**src/rtl/fram_pkg.sv**
```systemverilog
package fram_pkg;

  localparam int ADDR_W = 16;

  localparam logic [7:0] OPC_WEN   = 8'h06;
  localparam logic [7:0] OPC_WRITE = 8'h02;
  localparam logic [7:0] OPC_READ  = 8'h03;

  typedef enum logic [2:0] {
    ST_IDLE,
    ST_WEN,
    ST_MID,
    ST_HDR,
    ST_DATA,
    ST_TAIL
  } fram_state_t;

  // First byte put on the wire when a transaction is accepted
  function automatic logic [7:0] lead_byte(input logic is_wr);
    lead_byte = is_wr ? OPC_WEN : OPC_READ;
  endfunction

  // Header byte by index: 0 opcode, 1 address high, 2 address low
  function automatic logic [7:0] hdr_byte(input logic [1:0] idx, input logic is_wr,
                                          input logic [ADDR_W-1:0] addr);
    case (idx)
      2'd0:    hdr_byte = is_wr ? OPC_WRITE : OPC_READ;
      2'd1:    hdr_byte = addr[15:8];
      default: hdr_byte = addr[7:0];
    endcase
  endfunction

  function automatic logic hdr_is_last(input logic [1:0] idx);
    hdr_is_last = (idx == 2'd2);
  endfunction

endpackage

```
**src/rtl/fram_tick_div.sv**
```systemverilog
module fram_tick_div #(
  parameter int CLK_DIV = 5
) (
  input  logic clk,
  input  logic rst_n,
  input  logic run_i,
  output logic tick_o
);

  generate
    if (CLK_DIV <= 1) begin : g_direct
      assign tick_o = run_i;
    end else begin : g_count
      localparam int CW = $clog2(CLK_DIV);
      logic [CW-1:0] cnt_q;
      logic          wrap;

      assign wrap   = (cnt_q == CW'(CLK_DIV - 1));
      assign tick_o = run_i && wrap;

      always_ff @(posedge clk or negedge rst_n) begin
        if (!rst_n)      cnt_q <= '0;
        else if (!run_i) cnt_q <= '0;
        else if (wrap)   cnt_q <= '0;
        else             cnt_q <= cnt_q + 1'b1;
      end
    end
  endgenerate

endmodule

```
**src/rtl/fram_byte_shift.sv**
```systemverilog
module fram_byte_shift (
  input  logic       clk,
  input  logic       rst_n,
  input  logic       go_i,
  input  logic [7:0] tx_i,
  input  logic       tick_i,
  input  logic       miso_i,
  output logic       active_o,
  output logic       done_o,
  output logic       sck_o,
  output logic       mosi_o,
  output logic [7:0] rx_o
);

  logic [7:0] tx_sr, rx_sr;
  logic [2:0] bit_q;
  logic       sck_q, act_q;

  assign done_o   = act_q && tick_i && sck_q && (bit_q == 3'd7);
  assign active_o = act_q;
  assign sck_o    = sck_q;
  assign mosi_o   = act_q ? tx_sr[7] : 1'b0;
  assign rx_o     = rx_sr;

  always_ff @(posedge clk or negedge rst_n) begin
    if (!rst_n) begin
      tx_sr <= '0;
      rx_sr <= '0;
      bit_q <= '0;
      sck_q <= 1'b0;
      act_q <= 1'b0;
    end else if (go_i) begin
      act_q <= 1'b1;
      tx_sr <= tx_i;
      bit_q <= '0;
      sck_q <= 1'b0;
    end else if (act_q && tick_i) begin
      if (!sck_q) begin
        sck_q <= 1'b1;
        rx_sr <= {rx_sr[6:0], miso_i};
      end else begin
        sck_q <= 1'b0;
        tx_sr <= {tx_sr[6:0], 1'b0};
        bit_q <= bit_q + 3'd1;
        if (bit_q == 3'd7) act_q <= 1'b0;
      end
    end
  end

  AST_MOSI_HOLD: assert property (@(posedge clk) disable iff (!rst_n)
    (sck_o && $past(sck_o)) |-> $stable(mosi_o));
  AST_GO_WHEN_FREE: assert property (@(posedge clk) disable iff (!rst_n)
    go_i |-> (!active_o || done_o));

endmodule

```
**src/rtl/fram_burst_ctrl.sv**
```systemverilog
module fram_burst_ctrl
  import fram_pkg::*;
#(
  parameter int CLK_DIV = 5,
  parameter int CNT_W   = 16
) (
  input  logic             clk,
  input  logic             rst_n,
  input  logic             start_i,
  input  logic             dir_wr_i,
  input  logic [15:0]      addr_i,
  input  logic [CNT_W-1:0] count_i,
  output logic             busy_o,
  output logic             done_o,
  input  logic [7:0]       wdata_i,
  input  logic             wvalid_i,
  output logic             wready_o,
  output logic [7:0]       rdata_o,
  output logic             rvalid_o,
  input  logic             rready_i,
  output logic             sck_o,
  output logic             mosi_o,
  output logic             cs_n_o,
  input  logic             miso_i
);

  localparam int GAP_LEN = 2 * CLK_DIV;
  localparam int GAP_W   = $clog2(GAP_LEN + 1);

  fram_state_t         state_q;
  logic [ADDR_W-1:0]   addr_q;
  logic [CNT_W-1:0]    rem_q;
  logic                wr_q;
  logic [1:0]          hdr_idx_q;
  logic [GAP_W-1:0]    gap_q;
  logic                done_q, rvalid_q;
  logic [7:0]          rdata_q;

  logic                sh_go, sh_active, sh_done, tick;
  logic [7:0]          sh_tx, sh_rx;

  // named internal events
  logic evt_accept, evt_gap_end, evt_hdr_last, evt_wr_take, evt_rd_launch, evt_data_done;

  assign evt_accept    = (state_q == ST_IDLE) && start_i;
  assign evt_gap_end   = ((state_q == ST_MID) || (state_q == ST_TAIL)) &&
                         (gap_q == GAP_W'(GAP_LEN - 1));
  assign evt_hdr_last  = (state_q == ST_HDR) && sh_done && hdr_is_last(hdr_idx_q);
  assign wready_o      = (state_q == ST_DATA) && wr_q && !sh_active && (rem_q != '0);
  assign evt_wr_take   = wready_o && wvalid_i;
  assign evt_rd_launch = (state_q == ST_DATA) && !wr_q && !sh_active && !rvalid_q &&
                         (rem_q != '0);
  assign evt_data_done = (state_q == ST_DATA) && sh_done;

  always_comb begin
    sh_go = 1'b0;
    sh_tx = 8'h00;
    case (state_q)
      ST_IDLE: begin
        sh_go = start_i;
        sh_tx = lead_byte(dir_wr_i);
      end
      ST_MID: begin
        sh_go = evt_gap_end;
        sh_tx = hdr_byte(2'd0, 1'b1, addr_q);
      end
      ST_HDR: begin
        sh_go = sh_done && !hdr_is_last(hdr_idx_q);
        sh_tx = hdr_byte(hdr_idx_q + 2'd1, wr_q, addr_q);
      end
      ST_DATA: begin
        sh_go = evt_wr_take || evt_rd_launch;
        sh_tx = wr_q ? wdata_i : 8'h00;
      end
      default: ;
    endcase
  end

  fram_tick_div #(.CLK_DIV(CLK_DIV)) u_tick (
    .clk    (clk),
    .rst_n  (rst_n),
    .run_i  (sh_active),
    .tick_o (tick)
  );

  fram_byte_shift u_shift (
    .clk      (clk),
    .rst_n    (rst_n),
    .go_i     (sh_go),
    .tx_i     (sh_tx),
    .tick_i   (tick),
    .miso_i   (miso_i),
    .active_o (sh_active),
    .done_o   (sh_done),
    .sck_o    (sck_o),
    .mosi_o   (mosi_o),
    .rx_o     (sh_rx)
  );

  always_ff @(posedge clk or negedge rst_n) begin
    if (!rst_n) begin
      state_q   <= ST_IDLE;
      addr_q    <= '0;
      rem_q     <= '0;
      wr_q      <= 1'b0;
      hdr_idx_q <= '0;
      gap_q     <= '0;
      done_q    <= 1'b0;
      rvalid_q  <= 1'b0;
      rdata_q   <= '0;
    end else begin
      done_q <= 1'b0;
      if (rvalid_q && rready_i) rvalid_q <= 1'b0;
      case (state_q)
        ST_IDLE: if (evt_accept) begin
          addr_q    <= addr_i;
          rem_q     <= count_i;
          wr_q      <= dir_wr_i;
          hdr_idx_q <= '0;
          state_q   <= dir_wr_i ? ST_WEN : ST_HDR;
        end
        ST_WEN: if (sh_done) begin
          gap_q   <= '0;
          state_q <= ST_MID;
        end
        ST_MID: begin
          gap_q <= gap_q + 1'b1;
          if (evt_gap_end) begin
            hdr_idx_q <= '0;
            state_q   <= ST_HDR;
          end
        end
        ST_HDR: if (sh_done) begin
          if (evt_hdr_last) begin
            gap_q   <= '0;
            state_q <= (rem_q == '0) ? ST_TAIL : ST_DATA;
          end else begin
            hdr_idx_q <= hdr_idx_q + 2'd1;
          end
        end
        ST_DATA: if (evt_data_done) begin
          rem_q <= rem_q - 1'b1;
          if (!wr_q) begin
            rvalid_q <= 1'b1;
            rdata_q  <= sh_rx;
          end
          if (rem_q == CNT_W'(1)) begin
            gap_q   <= '0;
            state_q <= ST_TAIL;
          end
        end
        ST_TAIL: begin
          gap_q <= gap_q + 1'b1;
          if (evt_gap_end) begin
            done_q  <= 1'b1;
            state_q <= ST_IDLE;
          end
        end
        default: state_q <= ST_IDLE;
      endcase
    end
  end

  assign busy_o   = (state_q != ST_IDLE);
  assign done_o   = done_q;
  assign rvalid_o = rvalid_q;
  assign rdata_o  = rdata_q;
  assign cs_n_o   = (state_q == ST_IDLE) || (state_q == ST_MID) || (state_q == ST_TAIL);

  // checker state: cycles chip select has been high, saturating
  logic [GAP_W-1:0] cs_hi_q;
  always_ff @(posedge clk or negedge rst_n) begin
    if (!rst_n)                                  cs_hi_q <= GAP_W'(GAP_LEN);
    else if (!cs_n_o)                            cs_hi_q <= '0;
    else if (cs_hi_q != GAP_W'(GAP_LEN))         cs_hi_q <= cs_hi_q + 1'b1;
  end

  AST_SCK_IDLE_LOW: assert property (@(posedge clk) disable iff (!rst_n)
    cs_n_o |-> !sck_o);
  AST_CS_GAP: assert property (@(posedge clk) disable iff (!rst_n)
    $fell(cs_n_o) |-> (cs_hi_q >= GAP_W'(GAP_LEN)));
  AST_WREADY_WRITE_ONLY: assert property (@(posedge clk) disable iff (!rst_n)
    wready_o |-> wr_q);
  AST_STALL_QUIET: assert property (@(posedge clk) disable iff (!rst_n)
    ((state_q == ST_DATA) && !sh_active) |-> (!sck_o && !cs_n_o));
  AST_RDATA_HOLD: assert property (@(posedge clk) disable iff (!rst_n)
    (rvalid_o && !rready_i) |=> (rvalid_o && $stable(rdata_o)));
  AST_DONE_CS_HIGH: assert property (@(posedge clk) disable iff (!rst_n)
    done_o |-> (cs_n_o && !busy_o && (cs_hi_q >= GAP_W'(GAP_LEN))));
  AST_START_IGNORED: assert property (@(posedge clk) disable iff (!rst_n)
    (busy_o && start_i) |=> ($stable(addr_q) && $stable(wr_q)));

endmodule

```
**config.mk**
```make
export PLATFORM = sky130hd
export DESIGN_NAME = fram_burst_ctrl
export DESIGN_NICKNAME = d
export VERILOG_FILES = /design/src/rtl/fram_pkg.sv /design/src/rtl/fram_tick_div.sv /design/src/rtl/fram_byte_shift.sv /design/src/rtl/fram_burst_ctrl.sv
export SDC_FILE = /design/constraint.sdc
export NUM_CORES = 1
export LEC_CHECK = 0
export ABC_AREA = 1
export BUFFER_PORTS_ARGS = -buffer_cell sky130_fd_sc_hd__buf_2
export CORE_MARGIN = 2
export CORE_UTILIZATION = 45
export DETAILED_ROUTE_END_ITERATION = 10
export GPL_ROUTABILITY_DRIVEN = 0
export GPL_TIMING_DRIVEN = 0
export HOLD_SLACK_MARGIN = 0.03
export PLACE_DENSITY = 0.71
export RECOVER_POWER = 50
export SYNTH_ARGS = -nofsm -noshare
export SYNTH_HDL_FRONTEND = slang
export SYNTH_HIERARCHICAL = 1
export SYNTH_SLANG_ARGS = --single-unit
```
**constraint.sdc**
```tcl
create_clock -name clk -period 2.2 [get_ports clk]
set_input_delay 0.22 -clock clk [delete_from_list [all_inputs] [get_ports clk]]
set_output_delay 0.22 -clock clk [all_outputs]
set_load 0.05 [all_outputs]
```
==> impl_metrics.ini, run 1 <==
[power]
p_leak_uw = 0.00283
ir_drop_uv = 251
power.density_nw_per_um2 = 522
finalPower_uw = 2720

[route]
drc = 0
via_per_inst = 4.90
wirelength_mm = 10.1
ant_nets = 0
wl_per_cell_um = 12.4
drtIter0Drc = 182
vias = 4020
drt-pass1-iter-count = 5

[global_route]
overflow = 0
antenna_found_initial = 0
globalRouteTotalUtil_pct = 21.2
grt_pass1_wl_mm = 17.5
grt_pass1_vias = 3948
grt_max_degree = 40

[yosys]
netlist_area_um2 = 4300
synth_xor_area_share_pct = 0.408
yosysWarnings = 6
ys_seq_elements = 76
synth_top_family_by_area = simple AND/OR/NAND/NOR gates
synth_compound_area_share_pct = 6.82
synth_fp_nets = 657
syn_avg_cell_area_um2 = 7.18
synth.area.mux_share_pct = 0
synthAdderAreaFrac_pct = 3.50
synth_cell_types = 31
synthCells = 598
ys_seq_area_share_pct = 44.3
synth-simple-area-share_pct = 38.0

[critical_path]
cp-start-kind = register
worstRegToRegCells = 14
crit_arrival_ns = 2.46
path_class = reg -> reg
worstPathMaxFanout = 8
r2r_end = u_shift/rx_o[5]
required_ns = 2.46
reg2reg_from = u_shift/bit_q[0]
endpoint_kind = register
ff2ff_setup_slack_ns = -0.004

[cts]
clock_latency_ns = 0.36
cts_tree = yes
cts.sinks = 76
htreeDepth = 3
cts_buffers = 9
clockBufferDepth = 2
clk_pin_slew_ns = 0.09
root_buffer = clkbuf_8

[sta]
tightest_slew_ns = 0.971
period_minus_slack_ns = 2.20
max_freq_ghz = 0.454
relSlewSlack_pct = 35.2
final-max-slew-violation-count = 0
finalCritPeriodShare_pct = 100
finalHoldViolCount = 0
skew_ns = 0.0151
finalSetupViolCount = 1
worst_slack_ns = -0.00379
rsz0062_at_grt = true

[floorplanning]
start_util_pct = 46.5
coreArea_um2 = 9240
dieArea_um2 = 10300
die_h_um = 102
die_w_um = 102
pin_count = 62
row_count = 35

[finish]
final_nets = 745
antenna_cells = 0
fillers = 890
drive_above_1_share_pct = 22.4
area_growth_pct = 21.3

[outcome]
violations = negative setup slack
status = finished, violations left

[place]
place_ws_ns = -0.289
detailed_place_hpwl_mm = 7.19
numPortBuffers = 61

[min_path]
hold_path_depth = 2
hold_end = rvalid_o
hp-start = rready_i
hp-class = in -> reg

[run]
cap_violations = 0
## routing by layer
layer | track usage [%] | vias up | part of all wire (%)
met4 | 7.07 | 0 | 1.3
li1 | - | 2062 | -
met3 | 3.73 | 13 | 4.9
met2 | 34.7 | 96 | 46
met5 | 0 | - | 0
met1 | 28.5 | 1849 | 48
## where the power goes
group	switching, uW	internal [uW]
combinational	48.3	37.5
sequential	5.78	1400
clock	552	675
## how the worst max path moves through the flow
stage	from	to	slack [ns]	cells past startpoint
2_1_floorplan	u_tick/g_count.cnt_q[0]	u_shift/tx_sr[2]	0.1	17
3_3_place_gp	u_shift/active_o	u_shift/tx_sr[4]	-0.22	15
3_5_place_dp	u_shift/active_o	u_shift/tx_sr[6]	-0.29	15
4_1_cts	u_tick/g_count.cnt_q[1]	u_shift/tx_sr[6]	0.01	17
5_1_grt	u_shift/bit_q[0]	u_shift/rx_o[5]	-0.10	14
6_report	u_shift/bit_q[0]	u_shift/rx_o[5]	-0.004	14
## final cells by class
cell class | instances | area (um^2) | area share [%]
plain buffers | 14 | 100 | 1.92
clock buffers | 11 | 141 | 2.71
multi-input cells | 455 | 2180 | 41.8
flip-flops and latches | 76 | 1900 | 36.5
well taps | 129 | 161 | 3.10
clock inverters | 5 | 82.6 | 1.59
inverters | 53 | 199 | 3.82
repair buffers | 77 | 443 | 8.50
## registers in the layout (all words and copies together) (netlist names), 2 cells and up
name and flops:
hdr_idx_q 2, u_tick/g_count.cnt_q 3, rem_q 16, state_q 3, addr_q 16, rdata_o 8, u_shift/rx_o 8, u_shift/tx_sr 8
u_shift/bit_q 3, gap_q 4
## kinds of logic after synthesis
family | count (synthesis)
compound gates | 52
fa+ha+maj | 12
xor+xnor | 2
simple gates | 389
flops | 76
buf+inv | 67
## cells in the mapped netlist
| library cell | n | share of area, % |
|---|---|---|
| buf_2 | 5 | 0.58 |
| or2_2 | 3 | 0.44 |
| nand2_2 | 7 | 1.0 |
| o21ai_2 | 2 | 0.41 |
| inv_1 | 47 | 4.1 |
| o21ai_1 | 6 | 0.70 |
| nand2_4 | 3 | 0.79 |
| xor2_1 | 1 | 0.20 |
| inv_2 | 6 | 0.52 |
| o211ai_1 | 2 | 0.35 |
| o21a_1 | 1 | 0.17 |
| a211oi_1 | 1 | 0.17 |
| a21oi_1 | 5 | 0.58 |
| nand3_2 | 3 | 0.70 |
| buf_6 | 3 | 0.79 |
| a22oi_1 | 5 | 0.87 |
| o22ai_1 | 2 | 0.29 |
| ha_1 | 12 | 3.5 |
| nor3_1 | 6 | 0.70 |
| nor2_1 | 44 | 3.8 |
| xnor2_1 | 1 | 0.20 |
| nand3_1 | 51 | 5.9 |
| clkbuf_1 | 1 | 0.087 |
| nand4_1 | 2 | 0.29 |
| nor2_4 | 3 | 0.79 |
| o21ai_0 | 28 | 3.3 |
| nand3b_1 | 1 | 0.17 |
| nor2_2 | 2 | 0.29 |
| nand2_1 | 264 | 23 |
| buf_4 | 5 | 0.87 |
| dfrtp_1 | 76 | 44 |
## cell usage in the layout, fill, tap and decap left out, drive strengths merged
master / Yosys / final
nor3: 6 / 6
or2: 3 / 3
xnor2: 1 / 1
xor2: 1 / 1
nand3b: 1 / 1
nand3: 54 / 54
nand4: 2 / 2
dlygate4sd3: 0 / 1
o21a: 1 / 1
clkinv: 0 / 2
nor2: 49 / 49
a211oi: 1 / 1
ha: 12 / 12
a21oi: 5 / 5
o21ai: 36 / 36
inv: 53 / 54
dfrtp: 76 / 76
o22ai: 2 / 2
bufinv: 0 / 2
a22oi: 5 / 5
clkbuf: 1 / 16
buf: 13 / 85
o211ai: 2 / 2
nand2: 274 / 274
## metrics by stage
stage                     std cells  TNS (ns)  instance area, um^2  hold slack [ns]  utilization, %
after floorplan                 598         0                 4300          -0.0756               -
after global placement          788     -3.23                 4760            0.407            51.5
after detailed placement        789     -4.42                 4780            0.236            51.8
after CTS                       810         0                 5080           0.0357            55.0
after global routing            820    -0.997                 5210           0.0451            56.4
final                           820  -0.00379                 5210           0.0417            56.4
## what timing repair did
| action | CTS | global route |
|---|---|---|
| setup buffers | 4 | 9 |
| gates cloned | 0 | 1 |
| resized for setup | 7 | 26 |
| hold buffers | 1 | 0 |
| endpoints found under the hold margin | 37 | 0 |
| pin swaps | 3 | 17 |
| endpoints found under the setup margin | 22 | 22 |
## critical path, cell delays in order (launching register included)
cell	delay (ns)
dfrtp_1	0.41
ha_2	0.20
ha_4	0.15
nand4_1	0.13
inv_2	0.06
inv_2	0.05
nor2_1	0.04
nand2_1	0.07
nand3_2	0.09
nand3b_1	0.26
buf_6	0.17
nor2_4	0.19
nand2_4	0.13
nand2_2	0.10
nand2_2	0.05
(Power assumes the default switching activity.)
==> inputs of run 2 (changes only) <==
- CORE_UTILIZATION: 45 -> 52
- PLACE_DENSITY: 0.71 -> 0.79
==> run 2 against run 1 <==
Effect of this change:
- the flow finishes with violations (max-capacitance violations, max-slew violations)
- cell area fell by 0.29%
- sequential share of layout area grew 0.15 points
- flip-flop and latch count unchanged
- hold slack better by 0.018 ns
- via count rose by 1.8%
- worst setup slack improved by 0.052 ns
- clock power about the same
- critical path type unchanged
==> impl_metrics.ini, run 2 (same netlist as run 1, synthesis figures left out) <==
[critical_path]
worstPathMaxFanout = 8
path_class = reg -> reg
endpoint_kind = register
required_ns = 2.44
critPathTopFamily = simple AND/OR/NAND/NOR gates
crit_slowest_cell = dfrtp_1
cp_cell_sequence = ha_2 -> ha_2 -> nand4_1 -> inv_2 -> inv_2 -> nor2_2 -> nand2_1 -> nand3_2 -> nand3b_1 -> buf_6 -> nor2_4 -> nand2_4 -> nand2_2 -> nand2_1
slowest_delay_ns = 0.41
cp-start-kind = register
crit_arrival_ns = 2.39
worst-path-buf-inv = 3

[global_route]
overflow = 0
grt_pass1_wl_mm = 17.2
globalRouteTotalUtil_pct = 24.1
antenna_found_initial = 0
grt_pass1_vias = 3856
grt_max_degree = 50

[finish]
final_nets = 747
layout_common_cells = nand2_1, dfrtp_1, buf_2
post-route-util_pct = 64.2
layout_commonest_cell = nand2_1
area_growth_pct = 20.9
regArea_um2 = 1910
drive_above_1_share_pct = 21.8
final_cell_count_no_fill = 798
multi_input_area_um2 = 2150
fillers = 756
antenna_cells = 0
reg.largest.list = addr_q (16), rem_q (16)

[cts]
clockBufferDepth = 2
clock_latency_ns = 0.35
clk_pin_slew_ns = 0.09
cts_buffers = 9
root_buffer = clkbuf_8
cts_tree = yes
htreeDepth = 3
cts.sinks = 76

[route]
drc = 0
wl_per_cell_um = 12.9
drtIter0Drc = 200
drt-pass1-iter-count = 5
via_per_inst = 5.13
wirelength_mm = 10.3
vias = 4091
ant_nets = 0

[sta]
skew_ns = 0.0132
finalCritPeriodShare_pct = 97.8
final-max-slew-violation-count = 28
finalHoldViolCount = 0
rsz0062_at_grt = true
finalSetupViolCount = 0
max_freq_ghz = 0.465
tightest_slew_ns = 1.64
worst_slack_ns = 0.0487
period_minus_slack_ns = 2.15
relSlewSlack_pct = -9.59

[place]
detailed_place_hpwl_mm = 7.24
placed_cells = 765
place_ws_ns = -0.230
numPortBuffers = 61

[floorplanning]
pin_count = 62
row_count = 33
start_util_pct = 53.1
die_w_um = 94.9
coreArea_um2 = 8090
die_h_um = 94.9
dieArea_um2 = 9000

[run]
cap_violations = 1

[outcome]
status = finished, violations left
violations = max-capacitance violations, max-slew violations

[min_path]
hp-class = in -> reg

[power]
ir_drop_uv = 329
power.density_nw_per_um2 = 529
p_leak_uw = 0.00285
## run 2: cell types whose count changed in the layout (fill, tap and decap cells not counted), moves of 2 or more
cell and change:
nand2_2 -11, inv_6 +2, clkbuf_1 -2, dfrtp_2 +2, dfrtp_1 -2, nand2_1 +12, buf_6 +3
## run 2: path summary, 6_finish.rpt
kind	cells past startpoint	from	slack [ns]	end
worst max-delay path	14	u_shift/bit_q[1]	0.05	u_shift/rx_o[6]
worst min-delay path	2	rready_i	0.06	rvalid_o
worst max register to register	14	u_shift/bit_q[1]	0.05	u_shift/rx_o[6]
worst min register to register	2	addr_q[13]	0.49	addr_q[13]
max in group asynchronous	2	rst_n	0.32	state_q[1]
min in group asynchronous	2	rst_n	0.81	rem_q[11]
## run 2: routing by layer
metal | vias to the layer above | wire, um | GRT usage, %
met1 | 1885 | 4650 | 31.9
met3 | 22 | 519 | 4.07
li1 | 2060 | - | -
met2 | 124 | 4890 | 39.1
met5 | - | 0 | 0
met4 | 0 | 235 | 10.5
## run 2: worst reg2reg max path: cells and delay by family, from the launching register on
kind | cells | cell delay, ns
buf+inv | 3 | 0.27
simple gates | 9 | 1.02
flops | 1 | 0.41
fa+ha+maj | 2 | 0.37
## run 2: layout make-up
| cell class | instances | area share (%) |
|---|---|---|
| multi-input cells | 456 | 41.5 |
| flip-flops and latches | 76 | 36.7 |
| repair buffers | 78 | 8.96 |
| inverters | 53 | 3.88 |
| well taps | 105 | 2.53 |
| clock buffers | 9 | 2.38 |
| plain buffers | 14 | 2.07 |
| clock inverters | 7 | 2.05 |
## run 2: per-stage QoR
stage          hold slack (ns)  area [um^2]  setup TNS (ns)  power, uW
4_1_cts                 0.0549         5060               0       2780
2_1_floorplan          -0.0756         4300               0       1450
5_1_grt                 0.0543         5190           -1.23       2840
6_report                0.0602         5190               0       2750
3_5_place_dp             0.174         4760           -3.24       1530
3_3_place_gp             0.414         4730           -2.94       1520
## run 2: timing repair
action                                  in CTS  in global routing
endpoints found under the setup margin      22                 25
setup buffers                                5                  7
gates cloned                                 0                  4
hold buffers                                 1                  0
hold endpoints to repair                    27                  0
pin swaps                                    4                  9
gates resized for setup                      6                 24
## run 2: power breakdown
| part | leakage [uW] | switching, uW | internal, uW |
|---|---|---|---|
| logic | 0.00177 | 51.1 | 41.3 |
| clock network | 0.000117 | 587 | 661 |
| registers | 0.000965 | 5.46 | 1400 |
| total | 0.00285 | 643 | 2100 |
==> inputs of run 3 (changes only) <==
- SYNTH_HIERARCHICAL: 1 -> default
==> run 3 against run 2 <==
Effect of this change:
- the flow now finishes without violations
- cell area down 3.4%
- clock skew fell by 0.0054 ns
- worst setup slack improved by 0.066 ns
- via count shrank 1.4%
- hold slack gained 0.0049 ns
- synthesized cell count down 6.5%
- utilization shrank 2.5 points
- global-route usage is 0.47 points higher
- critical path depth down 7
- fmax is 3.2% higher
- critical path type is now reg -> out
- largest cell class unchanged
- highest routed layer unchanged
==> impl_metrics.ini, run 3 <==
[sta]
finalCritPeriodShare_pct = 94.8
tns_ns = 0
final-max-slew-violation-count = 0
rsz0062_at_grt = false
max_freq_ghz = 0.480
worst_slack_ns = 0.115
skew_ns = 0.00780
relSlewSlack_pct = 7.87
worst_hold_slack_ns = 0.0650
finalHoldViolCount = 0
tightest_slew_ns = 1.38
finalSetupViolCount = 0
period_minus_slack_ns = 2.09

[cts]
root_buffer = clkbuf_8
cts_buffers = 9
clockBufferDepth = 2
clock_latency_ns = 0.35
clk_pin_slew_ns = 0.08
cts_tree = yes
htreeDepth = 3
cts.sinks = 76

[route]
via_per_inst = 5.43
drt-pass1-iter-count = 5
vias = 4034
drtIter0Drc = 281
ant_nets = 0
wirelength_mm = 10.3
drc = 0
wl_per_cell_um = 13.9

[outcome]
status = completed

[critical_path]
r2r_end = u_shift.rx_o[5]
reg2reg_from = rem_q[0]
path_class = reg -> out
worstPathMaxFanout = 5
crit_arrival_ns = 1.87
ff2ff_setup_slack_ns = 0.23
endpoint_kind = primary output
crit_slowest_cell = dfrtp_1
required_ns = 1.98
cp-start-kind = register
worstRegToRegCells = 11
slowest_delay_ns = 0.41
cp_cell_sequence = inv_1 -> ha_2 -> nand3_2 -> nor2_4 -> nand2_4 -> and2_1 -> buf_2

[floorplanning]
die_w_um = 95.1
dieArea_um2 = 9050
row_count = 33
coreArea_um2 = 8130
start_util_pct = 53.1
pin_count = 62
die_h_um = 95.1

[yosys]
synth_ff_type = dfrtp_1
ys_seq_area_share_pct = 44.0
synth_top_cell_area_share_pct = 44.0
yosysWarnings = 0
synth_cell_types = 40
yosysMostFrequentCell = nand2_1
yosysTopAreaCell = dfrtp_1
synthTopCellsByCount = nand2_1, dfrtp_1, nor2_1
syn_avg_cell_area_um2 = 7.72
synth_edf_count = 0
async_flop_share_pct = 100
synth_area_leaders = dfrtp_1, nand2_1, nand3_1
ys_seq_elements = 76
synthCells = 559
synth_fp_nets = 617
netlist_area_um2 = 4320

[min_path]
hp-start = rready_i
hold_end = rvalid_o
hold_path_depth = 2
hp-class = in -> reg

[place]
numPortBuffers = 61
place_ws_ns = 0.208
detailed_place_hpwl_mm = 7.35

[finish]
drive_above_1_share_pct = 20.4
layout_common_cells = nand2_1, dfrtp_1, buf_2
fillers = 732
regArea_um2 = 1900
reg.largest.list = addr_q (16), rem_q (16)
final_nets = 692
multi_input_area_um2 = 2100
post-route-util_pct = 61.7
area_growth_pct = 16.3
antenna_cells = 0
layout_commonest_cell = nand2_1

[power]
p_leak_uw = 0.00260
finalPower_uw = 6440
ir_drop_uv = 577
power.density_nw_per_um2 = 1280

[global_route]
overflow = 0
grt_max_degree = 53
grt_pass1_vias = 3958
grt_pass1_wl_mm = 17.7
globalRouteTotalUtil_pct = 24.6
antenna_found_initial = 0

[run]
cap_violations = 0
[run 3: routing by layer]
metal / routed length [um] / up-vias / part of all wire, % / track usage, %
li1: - / 1959 / - / -
met1: 4360 / 1890 / 42 / 31.0
met2: 5040 / 158 / 49 / 41.4
met3: 663 / 27 / 6.4 / 3.40
met4: 248 / 0 / 2.4 / 12.2
met5: 0 / - / 0 / 0
[run 3: worst max-delay path, delay by kind of cell, from the launching register on]
family,cells,cell delay [ns]
AND/OR/NAND/NOR,4,0.58
flip-flops,1,0.41
buffers and inverters,2,0.30
adder cells (fa/ha/maj),1,0.22
[run 3: cell type report]
| type | instances | share of cell area [%] |
|---|---|---|
| clock inverters | 4 | 1.94 |
| clock buffers | 11 | 2.82 |
| well taps | 105 | 2.62 |
| multi-input cells | 409 | 41.8 |
| repair buffers | 64 | 6.56 |
| inverters | 55 | 4.16 |
| flip-flops and latches | 76 | 37.9 |
| plain buffers | 19 | 2.22 |
[run 3: kinds of logic (layout without fill, tap and decap cells)]
kind of cell	after synthesis	in the layout	synth area share, %
XOR/XNOR	5	5	1.01
flip-flops	76	76	44.0
buffers and inverters	74	153	7.42
AND/OR/NAND/NOR	309	309	33.4
AO/OA/AOI/OAI	81	81	10.2
multiplexers	3	3	0.782
adder cells (fa/ha/maj)	11	11	3.19
[run 3: where the power goes]
| part | leakage (uW) | internal [uW] | switching [uW] | total [uW] |
|---|---|---|---|---|
| Sequential | 0.000935 | 1920 | 382 | 2310 |
| Clock | 0.000116 | 779 | 515 | 1290 |
| Combinational | 0.00155 | 977 | 1870 | 2840 |
[run 3: what timing repair did]
| action | CTS | global route |
|---|---|---|
| hold buffers | 1 | 0 |
| hold endpoints to repair | 24 | 0 |
| endpoints found under the setup margin | 0 | 4 |
| buffers inserted | 0 | 1 |
| resized for setup | 0 | 1 |
[run 3: stage by stage]
step | cell area [um^2] | instances
4_1_cts | 5030 | 742
3_3_place_gp | 4750 | 725
3_5_place_dp | 4780 | 726
5_1_grt | 5020 | 743
2_1_floorplan | 4320 | 559
6_report | 5020 | 743
[run 3: worst max-delay path by stage]
stage | startpoint | endpoint | slack (ns) | cells past startpoint
after floorplan | rem_q[0] | u_shift.rx_o[0] | 0.50 | 11
after global placement | rem_q[0] | u_shift.rx_o[2] | 0.24 | 11
after detailed placement | rem_q[0] | u_shift.rx_o[3] | 0.21 | 11
after CTS | rem_q[0] | wready_o | 0.03 | 7
after global routing | rem_q[1] | wready_o | 0.03 | 7
final | rem_q[0] | wready_o | 0.11 | 7
